$ cat src/rtl/flash_xip_pkg.sv
package flash_xip_pkg;

  // template field positions (software-visible layout)
  localparam int OP_LSB    = 24;
  localparam int FRAME_LSB = 21;
  localparam int LANE_LSB  = 19;
  localparam int DUM_LSB   = 16;

  localparam logic [2:0] FRAME_MIN = 3'd2;
  localparam logic [2:0] FRAME_MAX = 3'd5;

  typedef struct packed {
    logic [7:0] op;
    logic [2:0] frame;
    logic [1:0] lane;
    logic [2:0] dummy;
  } tmpl_t;

  typedef enum logic [1:0] {LN_1 = 2'd0, LN_2 = 2'd1, LN_4 = 2'd2} lanes_t;

  typedef enum logic [2:0] {
    ST_IDLE, ST_CMD, ST_DUMMY, ST_DATA, ST_RESP
  } seq_st_t;

  function automatic tmpl_t unpack_tmpl(input logic [31:0] w);
    tmpl_t t;
    t.op    = w[OP_LSB +: 8];
    t.frame = w[FRAME_LSB +: 3];
    t.lane  = w[LANE_LSB +: 2];
    t.dummy = w[DUM_LSB +: 3];
    return t;
  endfunction

  function automatic int lane_bits(input lanes_t l);
    return (l == LN_4) ? 4 : ((l == LN_2) ? 2 : 1);
  endfunction

endpackage

$ cat src/rtl/flash_xip_mode.sv
module flash_xip_mode
  import flash_xip_pkg::*;
(
  input  logic        clk,
  input  logic        rst_n,
  input  logic        mcmd_we,
  input  logic [31:0] mcmd_wdata,
  input  logic        stat_reset,
  output logic        mem_mode,
  output tmpl_t       tmpl
);

  tmpl_t wr_t;
  logic  frame_ok;
  logic  unused_low;

  assign wr_t       = unpack_tmpl(mcmd_wdata);
  assign frame_ok   = (wr_t.frame >= FRAME_MIN) && (wr_t.frame <= FRAME_MAX);
  assign unused_low = ^mcmd_wdata[15:0];

  always_ff @(posedge clk) begin
    if (!rst_n) begin
      mem_mode <= 1'b0;
      tmpl     <= '0;
    end else if (stat_reset) begin
      mem_mode <= 1'b0;
    end else if (mcmd_we && frame_ok) begin
      mem_mode <= 1'b1;
      tmpl     <= wr_t;
    end
  end

  AST_MODE_SET: assert property (@(posedge clk) disable iff (!rst_n)
    mcmd_we && frame_ok && !stat_reset |=> mem_mode);
  AST_MODE_CLR: assert property (@(posedge clk) disable iff (!rst_n)
    stat_reset |=> !mem_mode);
  AST_BAD_KEEP: assert property (@(posedge clk) disable iff (!rst_n)
    mcmd_we && !frame_ok && !stat_reset |=> $stable(mem_mode) && $stable(tmpl));

endmodule

$ cat src/rtl/flash_xip_rxasm.sv
module flash_xip_rxasm
  import flash_xip_pkg::*;
#(
  parameter int DATA_W = 32
) (
  input  logic              clk,
  input  logic              rst_n,
  input  logic              clear,
  input  logic              sample,
  input  lanes_t            lanes,
  input  logic [3:0]        io_in,
  output logic [DATA_W-1:0] word
);

  localparam int NBYTES = DATA_W / 8;

  logic [DATA_W-1:0] sh;

  always_ff @(posedge clk) begin
    if (!rst_n || clear) begin
      sh <= '0;
    end else if (sample) begin
      case (lanes)
        LN_4:    sh <= {sh[DATA_W-5:0], io_in};
        LN_2:    sh <= {sh[DATA_W-3:0], io_in[1:0]};
        default: sh <= {sh[DATA_W-2:0], io_in[1]};
      endcase
    end
  end

  // the first byte on the wire ends up in the top of sh; move it to byte 0
  for (genvar b = 0; b < NBYTES; b++) begin : g_swap
    assign word[8*b +: 8] = sh[DATA_W-8*(b+1) +: 8];
  end

endmodule

$ cat src/rtl/flash_xip_seq.sv
module flash_xip_seq
  import flash_xip_pkg::*;
#(
  parameter int ADDR_W = 24,
  parameter int DATA_W = 32
) (
  input  logic              clk,
  input  logic              rst_n,
  input  logic              mem_mode,
  input  tmpl_t             tmpl,
  input  logic              wide_dual,
  input  logic              rd_valid,
  output logic              rd_ready,
  input  logic [ADDR_W-1:0] rd_addr,
  input  logic              rsp_ready,
  output logic              rsp_valid,
  output logic              rsp_err,
  output logic              accept,
  output logic              sample,
  output lanes_t            lanes_q,
  output logic              fl_sck,
  output logic              fl_cs_n,
  output logic [3:0]        fl_io_out,
  output logic [3:0]        fl_io_oe
);

  localparam int CNT_W = $clog2(DATA_W + 64);
  localparam int TX_W  = 40;

  seq_st_t          st;
  logic             half;
  logic [CNT_W-1:0] cnt;
  logic [TX_W-1:0]  tx;
  logic [2:0]       dum_q;
  logic [31:0]      addr_ext;
  logic [31:0]      addr_al;
  logic [CNT_W-1:0] data_last;

  assign addr_ext  = 32'(rd_addr);
  assign addr_al   = addr_ext << (8 * (5 - int'(tmpl.frame)));
  assign data_last = CNT_W'(DATA_W / lane_bits(lanes_q) - 1);

  assign rd_ready  = (st == ST_IDLE);
  assign rsp_valid = (st == ST_RESP);
  assign accept    = rd_valid && rd_ready;
  assign sample    = (st == ST_DATA) && !half;
  assign fl_io_out = {3'b000, tx[TX_W-1]};
  assign fl_io_oe  = (st == ST_CMD || st == ST_DUMMY) ? 4'b0001 : 4'b0000;

  always_ff @(posedge clk) begin
    if (!rst_n) begin
      st      <= ST_IDLE;
      half    <= 1'b0;
      cnt     <= '0;
      tx      <= '0;
      dum_q   <= '0;
      lanes_q <= LN_1;
      rsp_err <= 1'b0;
      fl_sck  <= 1'b0;
      fl_cs_n <= 1'b1;
    end else begin
      case (st)
        ST_IDLE: begin
          if (rd_valid) begin
            if (!mem_mode) begin
              rsp_err <= 1'b1;
              st      <= ST_RESP;
            end else begin
              rsp_err <= 1'b0;
              dum_q   <= tmpl.dummy;
              lanes_q <= (tmpl.lane == 2'd1) ? (wide_dual ? LN_2 : LN_4) : LN_1;
              tx      <= {tmpl.op, addr_al};
              cnt     <= CNT_W'(8 * int'(tmpl.frame) - 1);
              half    <= 1'b0;
              fl_sck  <= 1'b0;
              fl_cs_n <= 1'b0;
              st      <= ST_CMD;
            end
          end
        end
        ST_RESP: begin
          if (rsp_ready) begin
            rsp_err <= 1'b0;
            st      <= ST_IDLE;
          end
        end
        default: begin
          if (!half) begin
            half   <= 1'b1;
            fl_sck <= 1'b1;
          end else begin
            half   <= 1'b0;
            fl_sck <= 1'b0;
            tx     <= tx << 1;
            if (cnt != '0) begin
              cnt <= cnt - 1'b1;
            end else if (st == ST_CMD && dum_q != 3'd0) begin
              cnt <= CNT_W'(8 * int'(dum_q) - 1);
              st  <= ST_DUMMY;
            end else if (st != ST_DATA) begin
              cnt <= data_last;
              st  <= ST_DATA;
            end else begin
              fl_cs_n <= 1'b1;
              st      <= ST_RESP;
            end
          end
        end
      endcase
    end
  end

  AST_ERR_NO_FRAME: assert property (@(posedge clk) disable iff (!rst_n)
    rd_valid && rd_ready && !mem_mode |=> rsp_valid && rsp_err && fl_cs_n);
  AST_SCK_IDLE: assert property (@(posedge clk) disable iff (!rst_n)
    fl_cs_n |-> !fl_sck);
  AST_ONE_IN_FLIGHT: assert property (@(posedge clk) disable iff (!rst_n)
    !fl_cs_n |-> !rd_ready && !rsp_valid);

endmodule

$ cat src/rtl/flash_xip_engine.sv
module flash_xip_engine
  import flash_xip_pkg::*;
#(
  parameter int ADDR_W = 24,
  parameter int DATA_W = 32
) (
  input  logic              clk,
  input  logic              rst_n,
  input  logic              mcmd_we,
  input  logic [31:0]       mcmd_wdata,
  input  logic              stat_reset,
  input  logic              wide_dual,
  output logic              mem_mode,
  input  logic              rd_valid,
  output logic              rd_ready,
  input  logic [ADDR_W-1:0] rd_addr,
  output logic              rsp_valid,
  input  logic              rsp_ready,
  output logic [DATA_W-1:0] rsp_data,
  output logic              rsp_err,
  output logic              fl_sck,
  output logic              fl_cs_n,
  output logic [3:0]        fl_io_out,
  output logic [3:0]        fl_io_oe,
  input  logic [3:0]        fl_io_in
);

  tmpl_t  tmpl;
  logic   accept;
  logic   sample;
  lanes_t lanes;

  flash_xip_mode u_mode (
    .clk        (clk),
    .rst_n      (rst_n),
    .mcmd_we    (mcmd_we),
    .mcmd_wdata (mcmd_wdata),
    .stat_reset (stat_reset),
    .mem_mode   (mem_mode),
    .tmpl       (tmpl)
  );

  flash_xip_seq #(.ADDR_W(ADDR_W), .DATA_W(DATA_W)) u_seq (
    .clk       (clk),
    .rst_n     (rst_n),
    .mem_mode  (mem_mode),
    .tmpl      (tmpl),
    .wide_dual (wide_dual),
    .rd_valid  (rd_valid),
    .rd_ready  (rd_ready),
    .rd_addr   (rd_addr),
    .rsp_ready (rsp_ready),
    .rsp_valid (rsp_valid),
    .rsp_err   (rsp_err),
    .accept    (accept),
    .sample    (sample),
    .lanes_q   (lanes),
    .fl_sck    (fl_sck),
    .fl_cs_n   (fl_cs_n),
    .fl_io_out (fl_io_out),
    .fl_io_oe  (fl_io_oe)
  );

  flash_xip_rxasm #(.DATA_W(DATA_W)) u_rx (
    .clk    (clk),
    .rst_n  (rst_n),
    .clear  (accept),
    .sample (sample),
    .lanes  (lanes),
    .io_in  (fl_io_in),
    .word   (rsp_data)
  );

  AST_RSP_HOLD: assert property (@(posedge clk) disable iff (!rst_n)
    rsp_valid && !rsp_ready |=> rsp_valid && $stable(rsp_data) && $stable(rsp_err));
  AST_ERR_ZERO: assert property (@(posedge clk) disable iff (!rst_n)
    rsp_valid && rsp_err |-> rsp_data == '0);

endmodule

$ cat config.mk
export PLATFORM = sky130hd
export DESIGN_NAME = flash_xip_engine
export DESIGN_NICKNAME = d
export VERILOG_FILES = /design/src/rtl/flash_xip_pkg.sv /design/src/rtl/flash_xip_mode.sv /design/src/rtl/flash_xip_rxasm.sv /design/src/rtl/flash_xip_seq.sv /design/src/rtl/flash_xip_engine.sv
export SDC_FILE = /design/constraint.sdc
export NUM_CORES = 1
export LEC_CHECK = 0
export BUFFER_PORTS_ARGS = -buffer_cell sky130_fd_sc_hd__buf_4
export CORE_ASPECT_RATIO = 0.8
export CORE_MARGIN = 5
export CORE_UTILIZATION = 50
export CTS_CLUSTER_DIAMETER = 150
export DETAILED_ROUTE_END_ITERATION = 6
export PLACE_DENSITY = 0.75
export SYNTH_ARGS = -nofsm -noshare
export SYNTH_HDL_FRONTEND = slang
export SYNTH_HIERARCHICAL = 1
export SYNTH_SLANG_ARGS = --single-unit
$ cat constraint.sdc
create_clock -name clk -period 2.1 [get_ports clk]
set_input_delay 0.21 -clock clk [delete_from_list [all_inputs] [get_ports clk]]
set_output_delay 0.21 -clock clk [all_outputs]
set_load 0.005 [all_outputs]
Word-level counts from Yosys, hierarchy flattened
Index checks and enable logic that the tools add are counted.

Bits of input ports: 67. Bits in latches: 0. Flip-flop bits (word level): 107. Memories kept: 0. Memory bits (writable): 0. Output and inout port bits: 46. Memory bits (read-only): 0. Logic and storage cells: 104.

Muxes and demuxes: 38. Equal/unequal tests: 15. Bitwise logic cells: 3. $add $sub $neg: 5. Div/mod/pow operators: 1. $mul: 0. Shifts and indexed selects: 1. Magnitude comparators: 2. Reduce and logical (&&, ||, !) cells: 25.

Operators with widths (count): 2-to-1 mux 40 bit (3); one-hot mux 40 bit (2 select lines) (1); one-hot mux 32 bit (2 select lines) (1); 2-to-1 mux 7 bit (6); divider 7 x 32 -> 32 bit (first input constant) (1); 2-to-1 mux 32 bit (1); << shifter 24 x 32 -> 32 bit (1); 2-to-1 mux 3 bit (7); one-hot mux 7 bit (2 select lines) (1); subtractor 6 x 1 -> 7 bit (second input constant) (2); 2-to-1 mux 1 bit (11); AND reduction 3 bit (3); != test 2 x 1 -> 1 bit (second input constant) (4); AND reduction 4 bit (2); AND reduction 7 bit (1); nonzero test 7 bit (1); subtractor 7 x 1 -> 7 bit (second input constant) (1); subtractor 7 x 2 -> 7 bit (second input constant) (1); == test 3 x 2 -> 1 bit (second input constant) (2); 2-to-1 mux 2 bit (3); != test 3 x 2 -> 1 bit (second input constant) (2); one-hot mux 1 bit (2 select lines) (3); one-hot mux 3 bit (2 select lines) (1); nonzero test 3 bit (2); 18 further kinds (29).

Longest topological paths before layout
Word-level depth: 10. Mapped depth: 11. Gate-level depth less buffers: 10.

Cells and area by module
The synthesis kept the hierarchy.

By module, submodules not included: flash_xip_seq (times used 1, cells an instance 452, area an instance 3525.9 µm²); flash_xip_rxasm (times used 1, cells an instance 191, area an instance 1674.1 µm²); flash_xip_mode (times used 1, cells an instance 74, area an instance 691.9 µm²).

Least setup slack after synthesis
No wires, ideal clock.

Kind: flip-flop to flip-flop. Start: reg, netlist name u_mode/tmpl[6]. End: reg u_seq.tx[7]. Period minus slack after synthesis: 2.267 ns. Required time: 2.022 ns. Setup slack: -0.167 ns. Cell stages (with the launch flop): 9. Arrival time: 2.189 ns. Path through: dfxtp_1 > clkbuf_1 > inv_1 > ha_1 > nor3b_2 > and3_1 > clkbuf_1 > a221oi_1 > nor3_1.

Longest elaborated chain between the ends: 5.

Ends and longest elaborated chain: subtractor 3 x 3 -> 4 bit (RTL line flash_xip_seq.sv:40) `assign addr_al = addr_ext << (8 * (5 - int'(tmpl.frame)));`; << shifter 24 x 32 -> 32 bit (RTL line flash_xip_seq.sv:40); 2-to-1 mux 40 bit (RTL line flash_xip_seq.sv:65) `if (!mem_mode) begin`; 2-to-1 mux 40 bit (RTL line flash_xip_seq.sv:64) `if (rd_valid) begin`; one-hot mux 40 bit (2 select lines) (RTL line flash_xip_seq.sv:62) `case (st)`; end signal, assigned (RTL line flash_xip_seq.sv:72) `tx <= {tmpl.op, addr_al};`; end signal, assigned (RTL line flash_xip_seq.sv:94) `tx <= tx << 1;`; end, declared (RTL line flash_xip_seq.sv:33) `logic [TX_W-1:0] tx;`.

No other way between the ends. The select of a mux whose other input is x is not followed. A chain may end at the register's enable or synchronous reset.

Worst setup path after layout
Start: reg u_seq.cnt[0]. End: reg u_seq.st[1].

Longest elaborated chain between the ends: 3.

Ends and longest elaborated chain: start, declared (RTL line flash_xip_seq.sv:32) `logic [CNT_W-1:0] cnt;`; start signal, assigned (RTL line flash_xip_seq.sv:73) `cnt <= CNT_W'(8 * int'(tmpl.frame) - 1);`; start signal, assigned (RTL line flash_xip_seq.sv:96) `cnt <= cnt - 1'b1;`; start signal, assigned (RTL line flash_xip_seq.sv:98) `cnt <= CNT_W'(8 * int'(dum_q) - 1);`; nonzero test 7 bit (RTL line flash_xip_seq.sv:95) `if (cnt != '0) begin`; != test 3 x 2 -> 1 bit (no line); AND reduction 4 bit (no line); end signal, assigned (RTL line flash_xip_seq.sv:99) `st <= ST_DUMMY;`; end signal, assigned (RTL line flash_xip_seq.sv:102) `st <= ST_DATA;`; end signal, assigned (RTL line flash_xip_seq.sv:105) `st <= ST_RESP;`; end, declared (RTL line flash_xip_seq.sv:30) `seq_st_t st;`.

No other way between the ends.

==> summary.md <==
| Metric | Value |
|---|---|
| Diodes inserted | `0` |
| Cell area after synthesis | `0.00589 mm²` |
| Worst setup margin | `-48.4 ps` |
| Hold WC Path Type | `in -> reg` |
| Switching share of total power | `28.8%` |
| Final WL | `16.0 mm` |
| Clock Skew | `12.5 ps` |
| Clk sinks | `107` |
| CP Max Fanout | `5` |
| Leakage | `0.00280 µW` |
| Syn Inst Count | `717` |
| Internal power | `3220 µW` |
| Worst slew margin | `54.5%` |
| Post-DP Area | `0.00678 mm²` |
| Hold Slack | `15.4 ps` |
| Violated checks | `setup timing` |
| CP Capture Type | `register` |
| Total Die Area | `0.0141 mm²` |
| Beginning of the critical path | `u_seq/cnt[0]` |
| Reg2reg start | `u_seq/cnt[0]` |
| Final Cell Area | `0.00730 mm²` |
| Req. time, crit path | `2340 ps` |
| FMAX | `0.465 GHz` |
| Port Buffers | `90` |
| Root buffer cell | `clkbuf_16` |
| Core Area | `0.0115 mm²` |
| Share of cells above drive strength 1 | `25.4%` |
| All-Layer GR Usage | `21.6%` |
| Post-synthesis sequential area ratio | `36.4%` |
| Vias per inst | `6.08` |
| Setup-failing EPs final | `4` |
| Largest net degree at the start of global routing | `65` |
| #FFs+latches synth | `107` |
| Setup WS pre-CTS | `-240 ps` |
| CP Data Arrival Time | `2390 ps` |
| Cell Rows | `35` |
| Clock power share | `37.1%` |
| Delay-heaviest family, CP | `simple AND/OR/NAND/NOR gates` |
| CTS tree | `yes` |
| Hold Buf Count CTS | `0` |
| NetSw | `1300 µW` |
| Routed WL per cell | `16.8 µm` |
| Slew Limit Fails | `0` |
| Tmin final | `2150 ps` |
| YS warnings | `6` |
| Clock Path Buffers | `2` |
| Number of buffers created by CTS | `9` |
| DR vias | `5788` |
| P&R area growth vs syn | `23.8%` |
| Hold Vio Cnt, Final | `0` |
| WP buf/inv | `2` |
| Synth cell types | `55` |
| Crit-path max cell delay | `460 ps` |
| Setup CP Type | `reg -> reg` |
| Status | `finished with violations` |
| Grt ovf | `0` |
| EDFF count, synth | `0` |
| # fillers | `980` |
| I/O pin count | `113` |
| CTS H-tree lvls | `3` |
| Crit share post-route | `102%` |
| Initial Util | `51.2%` |
| Comb pwr share | `16.0%` |
| Net count, final | `883` |
| Ys async rst share | `0%` |
| Hold Crit Start | `stat_reset` |
| Peak supply drop | `0.515 mV` |
| DRT iter0 DRCs | `512` |
| Final antenna-violating net count | `0` |
| Clock Latency Late Sink | `350 ps` |
| Pwr Density | `620 mW/mm²` |
| Global-route wire length before repair | `26.0 mm` |
| Post-Place Cells | `933` |
| Seq pwr share | `46.9%` |
| GP Congestion | `0.921` |
| Setup TNS | `-85.6 ps` |
| Primary FF master, synth | `dfxtp_1` |
| Vias in the first global route | `5423` |
| Die Wd | `131 µm` |
| Crit path launch type | `register` |
| Non-Filler Instances | `952` |
| Die Span Y | `107 µm` |
| Unrepaired setup endpoints after global routing | `yes` |
| Worst-Margin Slew | `675 ps` |
| First-pass DRT Iterations | `5` |
| Syn Area/Cell | `8.22 µm²` |
| Clock transition at path regs | `80 ps` |
| Critical Path, Cell by Cell | `inv_2, ha_4, or3b_4, or4_4, buf_6, o22ai_4, nand2_2, mux2i_1, nor2_1` |
| Number of remaining DRC errors | `0` |
| Antenna violations before repair | `0` |
| Slowest cell on crit path | `or4_4` |
| Dpl hpwl | `10.7 mm` |
| Total of max-cap violations | `0` |
[power by group through the flow]
stage / Combinational, µW / Sequential (µW) / Clock, µW
after global routing: 784 / 2130 / 1780
after floorplan: 404 / 2160 / 0
after detailed placement: 655 / 2170 / 0
final: 723 / 2120 / 1680
after CTS: 687 / 2120 / 1710
after global placement: 634 / 2160 / 0
[final timing paths]
kind	to	cells past startpoint	slack, ps
max	u_seq/st[1]	9	-50
min	u_mode/mem_mode	2	20
max reg2reg	u_seq/st[1]	9	-50
min reg2reg	u_mode/tmpl[11]	2	470
[synthesized netlist by cell type, types with 3 or more instances]
library cell | count | area share (%)
a21oi_1 | 13 | 1.1
a221oi_1 | 61 | 9.1
a311oi_1 | 9 | 1.3
a31oi_1 | 4 | 0.42
and2_1 | 3 | 0.32
and3_1 | 4 | 0.42
buf_2 | 19 | 1.6
buf_4 | 9 | 1.1
buf_6 | 6 | 1.1
clkbuf_1 | 33 | 2.1
dfxtp_1 | 107 | 36
ha_1 | 17 | 3.6
inv_1 | 20 | 1.3
mux2_2 | 8 | 1.5
mux2i_1 | 29 | 4.9
nand2_1 | 78 | 5.0
nand2b_1 | 5 | 0.53
nand3_1 | 5 | 0.42
nand3b_1 | 33 | 4.2
nand4_1 | 4 | 0.42
nor2_1 | 62 | 3.9
nor2b_1 | 4 | 0.42
nor3_1 | 70 | 5.9
nor4_1 | 4 | 0.42
nor4b_1 | 3 | 0.45
o211a_1 | 4 | 0.68
o211ai_1 | 6 | 0.76
o21ai_0 | 59 | 5.0
xnor2_1 | 4 | 0.59
xor2_1 | 4 | 0.59
[per-stage QoR]
stage / utilization (%) / total power [µW]
after floorplan: - / 2560
after global placement: 58.9 / 2800
after detailed placement: 58.9 / 2820
after CTS: 62.5 / 4520
after global routing: 63.3 / 4690
final: 63.3 / 4520
[sequential cells by signal, summed over array words and instances (netlist names), 2 cells and up]
signal and flops:
u_seq/tx 40, u_rx/sh 32, u_mode/tmpl 16, u_seq/cnt 7, u_seq/dum_q 3, u_seq/st 3
u_seq/lanes_q 2
[placed cells by master, fill, tap and decap left out, types with 9 or more instances in the layout]
cell type    n
a21oi_1     12
mux2i_1     29
nor2_1      62
ha_1        10
nand2_1     76
clkbuf_16    9
dfxtp_1    105
o21ai_0     56
inv_1       16
nor3_1      68
nand3b_1    33
a221oi_1    58
buf_4      128
[cell type report]
type / instances / area [µm²] / share of cell area (%)
Clock buffer: 9 / 225 / 3.09
Sequential cell: 107 / 2140 / 29.4
Inverter: 22 / 82.6 / 1.13
Tap cell: 148 / 185 / 2.54
Multi-Input combinational cell: 525 / 3530 / 48.4
Timing Repair Buffer: 134 / 1060 / 14.5
Clock inverter: 7 / 70.1 / 0.960
[cells by family after synthesis]
logic type	after synthesis	share of synthesized area (%)
XOR/XNOR	8	1.19
other	1	0.0636
AND/OR/NAND/NOR	288	24.7
flip-flops	107	36.4
multiplexers	37	6.46
AO/OA/AOI/OAI	168	20.1
adder cells (fa/ha/maj)	17	3.61
buffers and inverters	91	7.56
[timing repair]
action,in CTS,in global routing
endpoints found under the setup margin,26,61
gates cloned,1,0
setup buffers,2,0
pin swaps,5,8
endpoints found under the hold margin,0,0
gates resized for setup,18,29
[routing by layer]
metal	GRT usage [%]	share of wire (%)	vias up
li1	-	-	2763
met1	28.6	43	2790
met2	36.2	48	216
met3	4.13	7.3	19
met4	5.73	1.4	0
met5	0	0	-
Power figures use the tool's default switching activity.
